**config.mk**
```make
export PLATFORM = sky130hd
export DESIGN_NAME = br_resolve
export DESIGN_NICKNAME = d
export VERILOG_FILES = /design/src/rtl/br_pkg.sv /design/src/rtl/br_cond_eval.sv /design/src/rtl/br_loop_eval.sv /design/src/rtl/br_resolve.sv
export SDC_FILE = /design/constraint.sdc
export NUM_CORES = 1
export LEC_CHECK = 0
export CAP_MARGIN = 20
export CORE_UTILIZATION = 35
export DETAILED_ROUTE_END_ITERATION = 8
export PLACE_DENSITY = 0.67
export SLEW_MARGIN = 0
export SYNTH_ARGS = -nofsm -noshare
export SYNTH_HDL_FRONTEND = slang
export SYNTH_SLANG_ARGS = --single-unit
export TNS_END_PERCENT = 20
```
**constraint.sdc**
```tcl
create_clock -name clk -period 2.86 [get_ports clk]
set_clock_uncertainty 0.15 [all_clocks]
set_input_delay 0.286 -clock clk [delete_from_list [all_inputs] [get_ports clk]]
set_output_delay 0.286 -clock clk [all_outputs]
set_load 0.1 [all_outputs]
```
**src/rtl/br_pkg.sv**
```systemverilog
package br_pkg;
  localparam int OP_W      = 5;
  localparam int FLAG_W    = 4;
  localparam int JUMP_LAST = 15;

  // flag bit positions inside the request's flag vector
  localparam int FB_C = 0;
  localparam int FB_O = 1;
  localparam int FB_Z = 2;
  localparam int FB_S = 3;

  typedef enum logic [OP_W-1:0] {
    OP_LOOP    = 5'd16,
    OP_LOOP_Z  = 5'd17,
    OP_LOOP_NZ = 5'd18
  } loop_op_e;

  // base conditions selected by op[3:1]; op[0] inverts
  typedef enum logic [2:0] {
    BC_SIGN  = 3'd0,
    BC_ZERO  = 3'd1,
    BC_OVF   = 3'd2,
    BC_CARRY = 3'd3,
    BC_ULE   = 3'd4,
    BC_SLT   = 3'd5,
    BC_SLE   = 3'd6,
    BC_ONE   = 3'd7
  } base_cond_e;
endpackage

```
**src/rtl/br_cond_eval.sv**
```systemverilog
module br_cond_eval
  import br_pkg::*;
(
  input  logic [3:0]        sel,
  input  logic [FLAG_W-1:0] flags,
  output logic              hit
);
  logic s_f, z_f, o_f, c_f;
  logic base;

  assign s_f = flags[FB_S];
  assign z_f = flags[FB_Z];
  assign o_f = flags[FB_O];
  assign c_f = flags[FB_C];

  always_comb begin
    unique case (base_cond_e'(sel[3:1]))
      BC_SIGN:  base = s_f;
      BC_ZERO:  base = z_f;
      BC_OVF:   base = o_f;
      BC_CARRY: base = c_f;
      BC_ULE:   base = c_f | z_f;
      BC_SLT:   base = s_f ^ o_f;
      BC_SLE:   base = z_f | (s_f ^ o_f);
      default:  base = 1'b1;
    endcase
  end

  assign hit = base ^ sel[0];

  // each complementary pair splits exactly: code 14 always true
  always_comb begin
    if (sel == 4'd14) assert_always_code_R7: assert (hit);
    if (sel == 4'd15) assert_never_code_R7: assert (!hit);
  end
endmodule

```
**src/rtl/br_loop_eval.sv**
```systemverilog
module br_loop_eval
  import br_pkg::*;
#(
  parameter int CW = 32
) (
  input  logic [OP_W-1:0]   op,
  input  logic [FLAG_W-1:0] flags,
  input  logic [CW-1:0]     count,
  output logic              is_loop,
  output logic              hit,
  output logic [CW-1:0]     new_count
);
  logic [CW-1:0] dec;
  logic          nz;

  assign dec = count - CW'(1);
  assign nz  = |dec;

  always_comb begin
    is_loop = 1'b1;
    hit     = 1'b0;
    unique case (op)
      OP_LOOP:    hit = nz;
      OP_LOOP_Z:  hit = nz &  flags[FB_Z];
      OP_LOOP_NZ: hit = nz & ~flags[FB_Z];
      default:    is_loop = 1'b0;
    endcase
  end

  assign new_count = is_loop ? dec : count;

  // a taken loop never leaves a zero count behind
  always_comb begin
    if (hit) assert_loop_nonzero_R10: assert (new_count != '0);
    if (!is_loop) assert_count_passthru_R12: assert (new_count == count);
  end
endmodule

```
**src/rtl/br_resolve.sv**
```systemverilog
module br_resolve
  import br_pkg::*;
#(
  parameter int AW = 32,
  parameter int CW = 32
) (
  input  logic              clk,
  input  logic              rst_n,
  input  logic              in_valid,
  output logic              in_ready,
  input  logic [OP_W-1:0]   in_op,
  input  logic [FLAG_W-1:0] in_flags,
  input  logic [CW-1:0]     in_count,
  input  logic [AW-1:0]     in_target,
  input  logic [AW-1:0]     in_fall,
  output logic              out_valid,
  input  logic              out_ready,
  output logic              out_taken,
  output logic [AW-1:0]     out_next_ip,
  output logic [CW-1:0]     out_count,
  output logic              out_count_we
);
  localparam logic [OP_W-1:0] JUMP_MAX = OP_W'(JUMP_LAST);

  logic          is_jump;
  logic          cond_hit;
  logic          loop_sel, loop_hit;
  logic [CW-1:0] loop_count;
  logic          take_d;
  logic          accept;
  logic [OP_W-1:0] op_q;

  assign is_jump = (in_op <= JUMP_MAX);

  br_cond_eval u_cond (
    .sel   (in_op[3:0]),
    .flags (in_flags),
    .hit   (cond_hit)
  );

  br_loop_eval #(.CW(CW)) u_loop (
    .op        (in_op),
    .flags     (in_flags),
    .count     (in_count),
    .is_loop   (loop_sel),
    .hit       (loop_hit),
    .new_count (loop_count)
  );

  assign take_d   = is_jump ? cond_hit : loop_hit;
  assign in_ready = !out_valid || out_ready;
  assign accept   = in_valid && in_ready;

  always_ff @(posedge clk or negedge rst_n) begin
    if (!rst_n) begin
      out_valid    <= 1'b0;
      out_taken    <= 1'b0;
      out_next_ip  <= '0;
      out_count    <= '0;
      out_count_we <= 1'b0;
      op_q         <= '0;
    end else begin
      if (accept) begin
        out_valid    <= 1'b1;
        out_taken    <= take_d;
        out_next_ip  <= take_d ? in_target : in_fall;
        out_count    <= loop_count;
        out_count_we <= loop_sel;
        op_q         <= in_op;
      end else if (out_ready) begin
        out_valid    <= 1'b0;
      end
    end
  end

  assert_empty_ready_R1: assert property (@(posedge clk) disable iff (!rst_n)
    !out_valid |-> in_ready);

  assert_accept_valid_R2: assert property (@(posedge clk) disable iff (!rst_n)
    (in_valid && in_ready) |=> out_valid);

  assert_stall_hold_R2: assert property (@(posedge clk) disable iff (!rst_n)
    (out_valid && !out_ready) |=> (out_valid && $stable(out_next_ip) &&
      $stable(out_taken) && $stable(out_count) && $stable(out_count_we)));

  assert_jump_no_write_R9: assert property (@(posedge clk) disable iff (!rst_n)
    (out_valid && op_q <= JUMP_MAX) |-> !out_count_we);

  assert_bad_op_idle_R12: assert property (@(posedge clk) disable iff (!rst_n)
    (out_valid && op_q > OP_W'(OP_LOOP_NZ)) |-> (!out_taken && !out_count_we));
endmodule

```
==> impl_results.md <==
* Outcome: complete, but fails checks
* Failing checks: negative setup slack
* Die Ht at about 120 um
* Synthesized flop and latch total at 67
* Final hold viol count at 0
* CP Max Fanout at 8
* Worst R2R Start: out_valid
* Setup WS pre-CTS at -0.987 ns
* Num Clock Sinks at 67
* Global routing usage on met1 at a little under 30%
* Non-Filler Instances at 923
* Residual DRC at 0
* Top cells by area, synth: dfrtp_1, o211ai_1, o211a_1, o22a_1, nand3_1
* Mean routed wirelength per cell at 17.2 um
* Met2 usage at 39.6%
* Routed WL at between 15,000 and 20,000 um
* Vias at a little over 5,000
* Ys async rst share at between 90% and 100%
* H-tree depth at 3
* Share of cells above drive strength 1 at approximately 28%
* CP arrival at approximately 3.2 ns
* R2R depth at 5
* Clk Latency, worst-skew pair at between 0.3 and 0.4 ns
* Pwr dens at 584 nW/um^2
* Tightest Hold Check Type: input port to asynchronous set/reset pin
* Slew @ Worst Pin at between 0.5 and 0.6 ns
* Ports at between 150 and 200
* Slowest-stage cell, CP: or4_4
* Most common cell after layout, fill and taps aside: buf_4
* ANT nets after route at 0
* Horiz. Die Dim at between 100 and 150 um
* Post-layout min period at between 3 and 4 ns
* Cts bufs inserted at 9
* Area taken by multi-input logic gates at 2740 um^2
* Placed cells at just under 900
* GRT met3 Usage at 5.02%
* CP cell instances: buf_12 -> inv_12 -> ha_4 -> or4b_4 -> or4_4 -> o31ai_4 -> o2111ai_2 -> or4_4 -> buf_12 -> buf_16 -> o211a_1 -> o22a_1
* CP Data Required Time at about 3 ns
* Fin. max-slew vios at 0
* RD Place Congestion at between 0.9 and 1
* TritonCTS clock tree: yes
* Final setup vio count at 33
* Number of distinct library cells after synthesis at 47
* Startpoint types: input port
* Vias in the first global route at between 4,000 and 5,000
* Layout fillers at about 1,100
* EDFF count, synth at 0
* Full die area at 13,400 um^2
* Syn_nets at ~630
* Register area at 1680 um^2
* Largest net degree at the start of global routing at 66
* Most frequent cells in the layout: buf_4, clkdlybuf4s50_1, dfrtp_1
* Global-route wire length before repair at around 24,000 um
* Worst vdd ir at between 0.0003 and 0.0004 V
* Leak Pwr at 3.19 nW
* Vias/cell at approximately 5.5
* CTS clk-pin slew, worst paths at 0.05 ns
* Overall Global Routing Usage at approximately a quarter
* Reg2reg setup slack at 1.10 ns
* Synth top area share at 37.0%
* Ant diodes at 0
* Primary FF master, synth: dfrtp_1
* Maximum clock path buffer count at 2
* Core ar. at roughly 13,000 um^2
* Final worst slack at -0.216 ns
* Crit-path max cell delay at around 0.58 ns
* Crit. End Element: flop
* Port buffer count at ~180
* Grt total ovfl at 0
* Crit share post-route at 108%
* Syn Area/Cell at 8.81 um^2
* Maxcap violations at 0
* Sequential area share after synthesis at a little under two fifths
* Syn. warnings at 0
* Initial antenna violation count at 0
* TritonRoute pass-1 iters at 5
* Kind of critical path: input port to flop
* Iteration-0 DRC Markers at about 400
* GR peak layer: met2
* Synthesized instance count at between 500 and 600
* Worst R2R End: out_next_ip[22]
* Hpwl dp at ~11,000 um
* Initial core utilization at between 30% and 40%
* Fin nets at roughly 860
* Post-Syn Area at 4530 um^2
* CTS Root Cell: clkbuf_16
* Layout area overhead at 64.7%
* Fmax at roughly 330 MHz
* Rows at a little over 40
* Cell taking the most area after synthesis: dfrtp_1
* Max_slew headroom at between 60 and 70%
* RSZ-0062 raised after global routing: yes
[state kept, by name, summed over array words and instances (netlist names)]
name,cells
out_taken,1
out_valid,1
out_count,32
out_count_we,1
out_next_ip,32
[routing by layer]
layer / vias up / part of all wire, %
li1: 2423 / -
met4: 0 / 2.2
met1: 2396 / 42
met3: 27 / 6.4
met2: 204 / 49
met5: - / 0
[power breakdown]
part	internal [mW]	leakage, nW	switching [mW]
sequential	1.09	0.788	0.0853
combinational	0.569	2.25	1.47
clock	0.721	0.153	0.418
total	2.38	3.19	1.97
[cell usage after synthesis, types with 4 or more instances]
library cell and count:
o22a_1 32, buf_6 4, o211a_1 32, or4_1 4, clkbuf_1 41, buf_2 4
dfrtp_1 67, or3_1 5, o21ai_0 38, nor2_1 25, nor4_1 11, o211ai_1 65
xnor2_1 18, nor3_1 14, nand2_1 52, nand3_1 39, xor2_1 16
[cell families after synthesis]
group                    share of synthesized area, %
AO/OA/AOI/OAI                                    30.7
AND/OR/NAND/NOR                                  19.4
flip-flops                                       37.0
buffers and inverters                            5.08
multiplexers                                    0.663
adder cells (fa/ha/maj)                         0.552
XOR/XNOR                                         6.57
[through the flow]
stage	TNS (ns)	total power [mW]	utilization, %	cell area, um^2	hold WS (ns)
after floorplan	-12.00	2.58	-	4560	-0.160
after global placement	-32.80	3.20	54.5	6880	-0.00802
after CTS	-7.97	4.38	58.5	7380	0.194
after global routing	-7.84	4.53	59.1	7460	0.193
after detailed placement	-33.34	3.22	54.5	6880	-0.00526
final	-5.73	4.35	59.1	7460	0.183
[area by class of cell]
cell class,count,area share [%]
multi-input cells,395,36.8
inverters,2,0.436
well taps,172,2.88
repair buffers,271,33.3
clock inverters,4,0.654
flip-flops and latches,67,22.5
clock buffers,12,3.44
[worst max-delay path: cells and delay by family]
kind / cells / cell delay (ns)
compound gates: 4 / 0.68
simple gates: 3 / 1.60
buf+inv: 4 / 0.46
fa+ha+maj: 1 / 0.11
[worst max path at each step]
stage / startpoint / endpoint / depth (start not counted)
after floorplan: in_count[0] / out_next_ip[14] / 11
after global placement: in_count[0] / out_next_ip[3] / 11
after detailed placement: in_count[0] / out_next_ip[9] / 11
after CTS: in_count[1] / out_next_ip[12] / 12
after global routing: in_count[0] / out_next_ip[6] / 12
final: in_count[0] / out_next_ip[6] / 12
[what timing repair did]
action                                  in CTS  in global routing
hold buffers                                 1                  0
pin swaps                                   71                 12
cloned                                       4                  0
resized for setup                           40                 15
hold endpoints to repair                     7                  0
buffers inserted                             4                  4
endpoints found under the setup margin      33                 33
Power figures use the tool's default switching activity.
